===== config.mk =====
export PLATFORM = sky130hd
export DESIGN_NAME = tape_framer
export DESIGN_NICKNAME = d
export VERILOG_FILES = /design/src/rtl/tpf_pkg.sv /design/src/rtl/tpf_span.sv /design/src/rtl/tpf_word_cap.sv /design/src/rtl/tape_framer.sv
export SDC_FILE = /design/constraint.sdc
export NUM_CORES = 1
export LEC_CHECK = 0
export ABC_AREA = 0
export CORE_ASPECT_RATIO = 1.75
export CORE_UTILIZATION = 30
export DETAILED_ROUTE_END_ITERATION = 6
export DONT_BUFFER_PORTS = 1
export PLACE_DENSITY = 0.56
export SLEW_MARGIN = 20
export SYNTH_ARGS = -nofsm -noshare
export SYNTH_HDL_FRONTEND = slang
export SYNTH_HIERARCHICAL = 1
export SYNTH_SLANG_ARGS = --single-unit

===== constraint.sdc =====
create_clock -name clk_i -period 3.9 [get_ports clk_i]
set_clock_uncertainty 0.05 [all_clocks]
set_input_delay 0.78 -clock clk_i [delete_from_list [all_inputs] [get_ports clk_i]]
set_output_delay 0.78 -clock clk_i [all_outputs]
set_load 0.03 [all_outputs]

===== src/rtl/tpf_pkg.sv =====
package tpf_pkg;
  typedef enum logic [2:0] {
    OP_WREC  = 3'd0,
    OP_WMARK = 3'd1,
    OP_RDF   = 3'd2,
    OP_SPF   = 3'd3,
    OP_SPR   = 3'd4,
    OP_REW   = 3'd5
  } op_e;

  typedef enum logic [3:0] {
    ST_IDLE,
    ST_WDATA,
    ST_WPAD,
    ST_WTRL,
    ST_WHDR,
    ST_WMARK,
    ST_RHDR,
    ST_EVAL,
    ST_RDATA,
    ST_DONE
  } state_e;
endpackage


===== src/rtl/tpf_span.sv =====
module tpf_span #(
  parameter int ADDR_W = 10
) (
  input  logic [ADDR_W-1:0] len_i,
  output logic              pad_o,
  output logic [ADDR_W:0]   span_o
);
  localparam int CW = ADDR_W + 1;

  assign pad_o  = len_i[0];
  // header + payload + filler + trailer
  assign span_o = {1'b0, len_i} + {{ADDR_W{1'b0}}, len_i[0]} + CW'(8);
endmodule


===== src/rtl/tpf_word_cap.sv =====
module tpf_word_cap (
  input  logic        clk_i,
  input  logic        rst_ni,
  input  logic        rd_en_i,
  input  logic [1:0]  idx_i,
  input  logic [7:0]  byte_i,
  output logic [31:0] word_o
);
  logic       en_q;
  logic [1:0] idx_q;

  always_ff @(posedge clk_i or negedge rst_ni) begin
    if (!rst_ni) begin
      en_q  <= 1'b0;
      idx_q <= 2'd0;
      word_o <= 32'd0;
    end else begin
      en_q  <= rd_en_i;
      idx_q <= idx_i;
      if (en_q) word_o[{idx_q, 3'b000} +: 8] <= byte_i;
    end
  end
endmodule


===== src/rtl/tape_framer.sv =====
module tape_framer
  import tpf_pkg::*;
#(
  parameter int ADDR_W = 10  // at most 30
) (
  input  logic              clk_i,
  input  logic              rst_ni,
  input  logic              cmd_valid_i,
  input  logic [2:0]        cmd_op_i,
  output logic              busy_o,
  output logic              done_o,
  output logic              st_mark_o,
  output logic              st_eom_o,
  output logic              st_bad_o,
  output logic              bot_o,
  output logic [ADDR_W-1:0] pos_o,
  input  logic              in_valid_i,
  input  logic [7:0]        in_data_i,
  input  logic              in_last_i,
  input  logic              in_abort_i,
  output logic              out_valid_o,
  output logic [7:0]        out_data_o,
  output logic              out_last_o,
  output logic              mem_re_o,
  output logic              mem_we_o,
  output logic [ADDR_W-1:0] mem_addr_o,
  output logic [7:0]        mem_wdata_o,
  input  logic [7:0]        mem_rdata_i
);
  localparam int CW = ADDR_W + 1;
  localparam logic [ADDR_W-1:0] FOUR = ADDR_W'(4);
  localparam int HI_W = 31 - ADDR_W;

  state_e            st_q;
  op_e               op_q;
  logic [ADDR_W-1:0] pos_q, eod_q, base_q, len_q;
  logic [CW-1:0]     cnt_q;
  logic              wr_err_q, rev2_q;
  logic              mark_q, eom_q, bad_q;
  logic [31:0]       trl_q;
  logic              ov_q, ol_q;

  logic [31:0]       rword, wword;
  logic [ADDR_W-1:0] rlen;
  logic [CW-1:0]     rspan, wspan;
  logic              rpad, wpad;
  logic              cap_en;
  logic              cmd_go;

  assign cmd_go = cmd_valid_i && (st_q == ST_IDLE);
  assign rlen   = rword[ADDR_W-1:0];
  assign wword  = {wr_err_q, {HI_W{1'b0}}, len_q};

  tpf_span #(.ADDR_W(ADDR_W)) u_rspan (.len_i(rlen),  .pad_o(rpad), .span_o(rspan));
  tpf_span #(.ADDR_W(ADDR_W)) u_wspan (.len_i(len_q), .pad_o(wpad), .span_o(wspan));

  assign cap_en = (st_q == ST_RHDR) && (cnt_q < CW'(4));

  tpf_word_cap u_cap (
    .clk_i  (clk_i),
    .rst_ni (rst_ni),
    .rd_en_i(cap_en),
    .idx_i  (cnt_q[1:0]),
    .byte_i (mem_rdata_i),
    .word_o (rword)
  );

  // memory port
  assign mem_addr_o = base_q + cnt_q[ADDR_W-1:0];
  assign mem_re_o   = cap_en || (st_q == ST_RDATA);

  always_comb begin
    mem_we_o    = 1'b0;
    mem_wdata_o = 8'd0;
    unique case (st_q)
      ST_WDATA: begin
        mem_we_o    = in_valid_i;
        mem_wdata_o = in_data_i;
      end
      ST_WPAD, ST_WMARK: mem_we_o = 1'b1;
      ST_WTRL, ST_WHDR: begin
        mem_we_o    = 1'b1;
        mem_wdata_o = wword[{cnt_q[1:0], 3'b000} +: 8];
      end
      default: ;
    endcase
  end

  always_ff @(posedge clk_i or negedge rst_ni) begin
    if (!rst_ni) begin
      st_q     <= ST_IDLE;
      op_q     <= OP_WREC;
      pos_q    <= '0;
      eod_q    <= '0;
      base_q   <= '0;
      len_q    <= '0;
      cnt_q    <= '0;
      wr_err_q <= 1'b0;
      rev2_q   <= 1'b0;
      mark_q   <= 1'b0;
      eom_q    <= 1'b0;
      bad_q    <= 1'b0;
      trl_q    <= '0;
      ov_q     <= 1'b0;
      ol_q     <= 1'b0;
    end else begin
      ov_q <= (st_q == ST_RDATA);
      ol_q <= (st_q == ST_RDATA) && (cnt_q == {1'b0, rlen} - CW'(1));
      unique case (st_q)
        ST_IDLE: if (cmd_valid_i) begin
          cnt_q  <= '0;
          rev2_q <= 1'b0;
          unique case (cmd_op_i)
            OP_WREC, OP_WMARK, OP_RDF, OP_SPF, OP_SPR, OP_REW: begin
              op_q   <= op_e'(cmd_op_i);
              mark_q <= 1'b0;
              eom_q  <= 1'b0;
              bad_q  <= 1'b0;
            end
            default: ;
          endcase
          unique case (cmd_op_i)
            OP_WREC: begin
              base_q <= pos_q + FOUR;
              st_q   <= ST_WDATA;
            end
            OP_WMARK: begin
              base_q <= pos_q;
              st_q   <= ST_WMARK;
            end
            OP_RDF, OP_SPF: begin
              if (pos_q >= eod_q) begin
                eom_q  <= 1'b1;
                mark_q <= 1'b1;
                st_q   <= ST_DONE;
              end else begin
                base_q <= pos_q;
                st_q   <= ST_RHDR;
              end
            end
            OP_SPR: begin
              if (pos_q == '0) st_q <= ST_DONE;
              else begin
                base_q <= pos_q - FOUR;
                st_q   <= ST_RHDR;
              end
            end
            OP_REW: begin
              pos_q <= '0;
              st_q  <= ST_DONE;
            end
            default: ;
          endcase
        end
        ST_WDATA: if (in_valid_i) begin
          if (in_last_i) begin
            len_q    <= cnt_q[ADDR_W-1:0] + ADDR_W'(1);
            wr_err_q <= in_abort_i;
            if (!cnt_q[0]) begin  // odd length: filler next
              cnt_q <= cnt_q + CW'(1);
              st_q  <= ST_WPAD;
            end else begin
              base_q <= base_q + cnt_q[ADDR_W-1:0] + ADDR_W'(1);
              cnt_q  <= '0;
              st_q   <= ST_WTRL;
            end
          end else begin
            cnt_q <= cnt_q + CW'(1);
          end
        end
        ST_WPAD: begin
          base_q <= base_q + cnt_q[ADDR_W-1:0] + ADDR_W'(1);
          cnt_q  <= '0;
          st_q   <= ST_WTRL;
        end
        ST_WTRL: begin
          cnt_q <= cnt_q + CW'(1);
          if (cnt_q[1:0] == 2'd3) begin
            base_q <= pos_q;  // back-patch header
            cnt_q  <= '0;
            st_q   <= ST_WHDR;
          end
        end
        ST_WHDR: begin
          cnt_q <= cnt_q + CW'(1);
          if (cnt_q[1:0] == 2'd3) begin
            pos_q <= pos_q + wspan[ADDR_W-1:0];
            eod_q <= pos_q + wspan[ADDR_W-1:0];
            st_q  <= ST_DONE;
          end
        end
        ST_WMARK: begin
          cnt_q <= cnt_q + CW'(1);
          if (cnt_q[1:0] == 2'd3) begin
            pos_q  <= pos_q + FOUR;
            eod_q  <= pos_q + FOUR;
            mark_q <= 1'b1;
            st_q   <= ST_DONE;
          end
        end
        ST_RHDR: begin
          cnt_q <= cnt_q + CW'(1);
          if (cnt_q == CW'(4)) begin
            cnt_q <= '0;
            st_q  <= ST_EVAL;
          end
        end
        ST_EVAL: begin
          if (op_q == OP_SPR && !rev2_q) begin
            if (rword == 32'd0) begin
              mark_q <= 1'b1;
              pos_q  <= pos_q - FOUR;
              st_q   <= ST_DONE;
            end else if (rspan > {1'b0, pos_q}) begin
              bad_q <= 1'b1;
              st_q  <= ST_DONE;
            end else begin
              trl_q  <= rword;
              base_q <= pos_q - rspan[ADDR_W-1:0];
              rev2_q <= 1'b1;
              st_q   <= ST_RHDR;
            end
          end else if (op_q == OP_SPR) begin
            bad_q <= (rword != trl_q) || rword[31];
            pos_q <= base_q;
            st_q  <= ST_DONE;
          end else if (rlen == '0) begin
            mark_q <= 1'b1;
            pos_q  <= pos_q + FOUR;
            st_q   <= ST_DONE;
          end else begin
            bad_q <= rword[31];
            if (op_q == OP_SPF) begin
              pos_q <= pos_q + rspan[ADDR_W-1:0];
              st_q  <= ST_DONE;
            end else begin
              base_q <= pos_q + FOUR;
              cnt_q  <= '0;
              st_q   <= ST_RDATA;
            end
          end
        end
        ST_RDATA: begin
          cnt_q <= cnt_q + CW'(1);
          if (cnt_q == {1'b0, rlen} - CW'(1)) begin
            pos_q <= pos_q + rspan[ADDR_W-1:0];
            st_q  <= ST_DONE;
          end
        end
        ST_DONE: st_q <= ST_IDLE;
        default: st_q <= ST_IDLE;
      endcase
    end
  end

  assign busy_o      = (st_q != ST_IDLE);
  assign done_o      = (st_q == ST_DONE);
  assign st_mark_o   = mark_q;
  assign st_eom_o    = eom_q;
  assign st_bad_o    = bad_q;
  assign bot_o       = (pos_q == '0);
  assign pos_o       = pos_q;
  assign out_valid_o = ov_q;
  assign out_last_o  = ol_q;
  assign out_data_o  = mem_rdata_i;

  // completion is a single-cycle pulse
  a_r6_done_pulse: assert property (@(posedge clk_i) disable iff (!rst_ni)
    done_o |=> !done_o);

  // payload only leaves during a forward read
  a_r6_out_in_read: assert property (@(posedge clk_i) disable iff (!rst_ni)
    out_valid_o |-> (busy_o && op_q == OP_RDF));

  // walking past written data never moves the position
  a_r8_eom_no_move: assert property (@(posedge clk_i) disable iff (!rst_ni)
    (cmd_go && (cmd_op_i == OP_RDF || cmd_op_i == OP_SPF) && pos_q >= eod_q)
    |=> (done_o && st_eom_o && $stable(pos_q)));

  // reverse at start of tape stays put
  a_r11_rev_at_bot: assert property (@(posedge clk_i) disable iff (!rst_ni)
    (cmd_go && cmd_op_i == OP_SPR && bot_o) |=> (done_o && bot_o && !st_bad_o && !st_mark_o));

  // rewind lands at zero in one cycle
  a_r12_rewind: assert property (@(posedge clk_i) disable iff (!rst_ni)
    (cmd_go && cmd_op_i == OP_REW) |=> (done_o && pos_o == '0));

  // position never passes end of data
  a_r13_pos_le_eod: assert property (@(posedge clk_i) disable iff (!rst_ni)
    pos_q <= eod_q);

  // unused codes start nothing
  a_r14_bad_op_idle: assert property (@(posedge clk_i) disable iff (!rst_ni)
    (cmd_go && cmd_op_i > 3'd5) |=> (!busy_o && $stable(pos_o)));
endmodule


Word level (Yosys, flattened, before mapping)
Cells that the tools add are included.
Storage, ports and cells
  output and inout bits: 46
  register bits: 132
  word-level logic and storage cells: 215
Cells by class
  muxes and demuxes: 85
  reduce and logical (&&, ||, !) cells: 36
  magnitude comparators: 3
  equal/unequal tests: 53
  shift-type cells: 3
  bitwise operators: 2
  $add $sub $neg: 15
Operator list (number)
  two-way mux 10 bit: 23
  two-way mux 11 bit: 10
  one-hot mux 10 bit (5 select lines): 2
  one-hot mux 11 bit (7 select lines): 1
  two-way mux 4 bit: 12
  one-hot mux 10 bit (4 select lines): 1
  bitwise mux 32 bit: 1
  logical NOT 32 bit: 1
  != test 32 bit: 1
  one-hot mux 4 bit (8 select lines): 1
  variable shift 8 x 7 -> 32 bit, first input constant: 1
  indexed part select 32 x 6 -> 8 bit: 1
  indexed part select 8 x 7 -> 32 bit: 1
  adder 10 bit: 3
  != test 3 bit, second input constant: 10
  != test 2 bit, second input constant: 14
  two-way mux 1 bit: 27
  adder 10 x 1 -> 10 bit, second input constant: 2
  logical NOT 10 bit: 2
  one-hot mux 10 bit (2 select lines): 1
  one-hot mux 4 bit (5 select lines): 1
  equality test 4 x 3 -> 1 bit, second input constant: 4
  one-hot mux 8 bit (2 select lines): 1
  AND reduction 8 bit: 2
  51 further kinds: 74

Depth between registers and ports, before layout
  depth after elaboration: 8
  depth in mapped cells: 15
  mapped depth without buffers: 13

Cells and area by module
Netlist, hierarchy kept.
Modules (own cells, without submodules)
  tape_framer: cells an instance 1110, sequential area each 2427.3 um2, area each 9078.7 um2, times used 1
  tpf_word_cap: cells an instance 120, sequential area each 875.8 um2, area each 1567.8 um2, times used 1
  tpf_span: cells an instance 24, sequential area each 0.0 um2, area each 172.7 um2, times used 2

Worst setup path before layout
Ideal clock, no wire load.
  kind: register to register
  start point: register u_cap.word_o[1]
  end point: register trl_q[10]
  path buffers: 3
  setup time: 0.125 ns
  period minus slack after synthesis: 3.647 ns
  data required time: 3.725 ns
  setup slack: 0.253 ns
  arrival time: 3.472 ns
  cell stages (with the launch flop): 15
  path through: dfrtp_1 > ha_1 > a21oi_1 > nor3_1 > xor2_1 > ha_1 > buf_2 > nand2_1 > or4_1 > o31a_1 > nor3_2 > and2_1 > clkbuf_1 > buf_2 > mux2_2
Between the ends
  word-level cells in the longest chain between the ends: 5
  elaborated cells between the ends (all ways): 7
RTL lines
  start, declared: RTL line tpf_word_cap.sv:7  | output logic [31:0] word_o
  start signal, assigned by index: RTL line tpf_word_cap.sv:20  | if (en_q) word_o[{idx_q, 3'b000} +: 8] <= byte_i;
  adder 10 x 1 -> 11 bit: RTL line tpf_span.sv:12  | assign span_o = {1'b0, len_i} + {{ADDR_W{1'b0}}, len_i[0]} + CW'(8);
  adder 11 x 4 -> 11 bit: RTL line tpf_span.sv:12
  via rspan[8]: RTL line tape_framer.sv:45  | logic [CW-1:0] rspan, wspan;
  > comparator 11 x 10 -> 1 bit: RTL line tape_framer.sv:214  | end else if (rspan > {1'b0, pos_q}) begin
  inverter 1 bit (no source line)
  AND reduction 4 bit (no source line)
  end signal, assigned: RTL line tape_framer.sv:218  | trl_q <= rword;
  end, declared: RTL line tape_framer.sv:40  | logic [31:0] trl_q;
The timed path passes the listed nets, and every way through them passes these cells.
A chain may end at the register's enable or synchronous reset.

Worst setup path after layout
  start point: register u_cap.word_o[0]
  end point: register base_q[5]
Between the ends
  elaborated cells between the ends (all ways): 14
RTL lines
  adder 10 x 1 -> 11 bit: RTL line tpf_span.sv:12
  adder 11 x 4 -> 11 bit: RTL line tpf_span.sv:12
  via rspan[7]: RTL line tape_framer.sv:45
  > comparator 11 x 10 -> 1 bit: RTL line tape_framer.sv:214
  != test 3 bit (no source line)
  AND reduction 14 bit (no source line)
  end signal, assigned: RTL line tape_framer.sv:179  | base_q <= pos_q;
  end signal, assigned: RTL line tape_framer.sv:219  | base_q <= pos_q - rspan[ADDR_W-1:0];
  end signal, assigned: RTL line tape_framer.sv:237  | base_q <= pos_q + FOUR;
  end, declared: RTL line tape_framer.sv:36  | logic [ADDR_W-1:0] pos_q, eod_q, base_q, len_q;
The timed path passes the listed nets, and every way through them passes these cells. The select of a mux whose other input is x is not followed.

==> metrics <==
Final Hold Fails=0; Initial Utilization=0.304; first-pass GRT wire length=61300 um; Power Dens Cells=241 mW/mm^2; total number of H-tree levels=4; standard cell area after detailed placement=0.0118 mm^2; cell total after placement=1740; Ports=71; Synth Instances=1275; Arrival @ worst endpoint=3.95 ns; Post-route DRC=0; count of endpoints failing setup in the final report=0; setup repair after global routing missed its margin=no; maximum clock insertion buffer count=2; maximum vdd drop=0.334 mV; total half-perimeter wirelength after legalization and detailed placement=32800 um; Worst-Skew Late Latency=0.45 ns; class of the most critical hold timing path=in2async; total nets after synthesis=1377; leakage component of the power=5.39 nW; clock sink count=132; number of nets at the end of the flow=1394; worst slew pin tran=1.05 ns; number of CTS-inserted buffers=17; die height=255 um; average instance area after synthesis=8.60 um^2; Final min period=3.67 ns; CP startpoint kind=flip-flop; Achievable Freq=272 MHz; clock tree from TritonCTS=yes; number of non-filler instances in the completed layout=1776; row count=92; via/cell ratio=5.66; post-route standard cell area excluding fillers=0.0124 mm^2; Worst setup EP type=flip-flop; Chip Width=147 um; average detailed-routed wire length per instance=23.6 um; gpl congestion=0.976; status=completed; combined area of all synthesized cells=0.0110 mm^2; total detailed-routing wirelength=41800 um; Hold Worst Slack=0.246 ns; root buffer cell=clkbuf_16; maximum number of pins on one net before global-route repair=133; final-report max-slew violation count=0; WS Path Type=reg2reg; share of the core filled with cells in the final layout=0.344; Max Cap Viol=0; first drt pass iteration count=5; YS warnings=6; area added between synthesis and finish=12.8%; total global routing track utilization=0.226; worst-case headroom to the max-slew limit=0.298; DR vias=10000; fraction of layout cells with a size suffix above 1=0.149; area of the placeable core=0.0360 mm^2; CP max FO=10; remaining global-route overflow=0; part of the cycle the worst path needs=0.942; buffers added on ports=0; required time at the endpoint of the critical path=4.18 ns; DIE AREA=0.0374 mm^2; Iter 0 DRT Violations=619; antenna violations before repair=0; final antenna-violating net count=0; Clock transition at path regs=0.07 ns; setup TNS=0 ns; vias in the first global route=9737
-- worst max-delay path, stage by stage, from the launching register on --
cell and delay, ns:
dfrtp_1 0.39, buf_4 0.17, a31o_2 0.27, nand4_1 0.11
xnor2_1 0.11, ha_1 0.40, nand2_1 0.09, or4_1 0.54
o31a_1 0.16, nor3_2 0.17, buf_4 0.17, a21oi_1 0.13
a211oi_4 0.26, buf_4 0.19, mux2_2 0.33
-- flip-flops by register name, indices dropped and copies added, names as in the netlist, 2 cells and up --
register      cells
u_cap/idx_q       2
pos_o            10
st_q              4
trl_q            32
cnt_q            11
eod_q            10
op_q              3
base_q           10
len_q            10
u_cap/word_o     32
-- worst paths after layout --
path                            startpoint   endpoint  slack, ns  cells after the start
min in group clk_i             cmd_valid_i     rev2_q       0.37                      1
hold reg to reg                   eod_q[4]   eod_q[4]       0.43                      2
setup reg to reg           u_cap/word_o[0]  base_q[5]       0.23                     14
setup / recovery           u_cap/word_o[0]  base_q[5]       0.23                     14
hold / removal                      rst_ni   eod_q[4]       0.25                      1
max in group asynchronous           rst_ni   len_q[3]       2.96                      1
-- cells in the final DEF (no fill, tap or decap), types with 6 or more instances in the layout --
cell,count
inv_1,57
clkbuf_16,17
a22oi_1,7
buf_4,78
nand2_1,97
o2bb2ai_1,8
dfrtp_1,132
a31oi_1,12
a31o_2,6
xnor2_1,84
o211ai_1,9
a21o_1,14
o31ai_1,10
and3_1,14
nor2_1,109
mux2_2,46
ha_1,73
nand2b_1,11
o2bb2ai_2,8
nand3_1,45
a32o_1,15
and2_1,15
nand4_1,19
o21bai_1,7
a22o_1,11
a211oi_1,13
a21oi_1,74
o21ai_0,86
nor3_1,25
nor2b_1,22
o221ai_1,7
xor2_1,35
or2_2,7
nor4_1,15
-- where the power goes --
| part | leakage, nW | internal (W) | switching [W] |
|---|---|---|---|
| clock | 0.258 | 0.000857 | 0.000691 |
| combinational | 3.36 | 0.0000207 | 0.0000510 |
| sequential | 1.77 | 0.00137 | 0 |
-- through the flow --
stage	power (W)	worst slack, ns
final	0.00299	0.225
after CTS	0.00302	0.115
after detailed placement	0.00143	0.219
after global routing	0.00308	0.00925
after floorplan	0.00144	0.253
after global placement	0.00143	0.314
-- cell type report --
cell class                 count  area, um^2
clock buffer                  21         460
antenna                        1        2.50
timing repair buffer          81         644
multi-input combinational   1003        7070
inverter                      57         214
fill                        3750       23700
clock inverter                11        91.3
sequential                   132        3300
tap                          470         588
-- layer usage --
| layer | share of wire | wire length [um] | GRT usage |
|---|---|---|---|
| met1 | 0.32 | 13400 | 0.203 |
| met2 | 0.52 | 21900 | 0.414 |
| met4 | 0.096 | 4020 | 0.216 |
| met3 | 0.060 | 2530 | 0.0524 |
| met5 | 0 | 0 | 0 |
-- what timing repair did --
item,in CTS,in global routing
hold buffers,1,0
gates resized for setup,0,2
hold endpoints to repair,132,0
endpoints found under the setup margin,0,9
setup buffers,0,2
(Power assumes the default switching activity.)
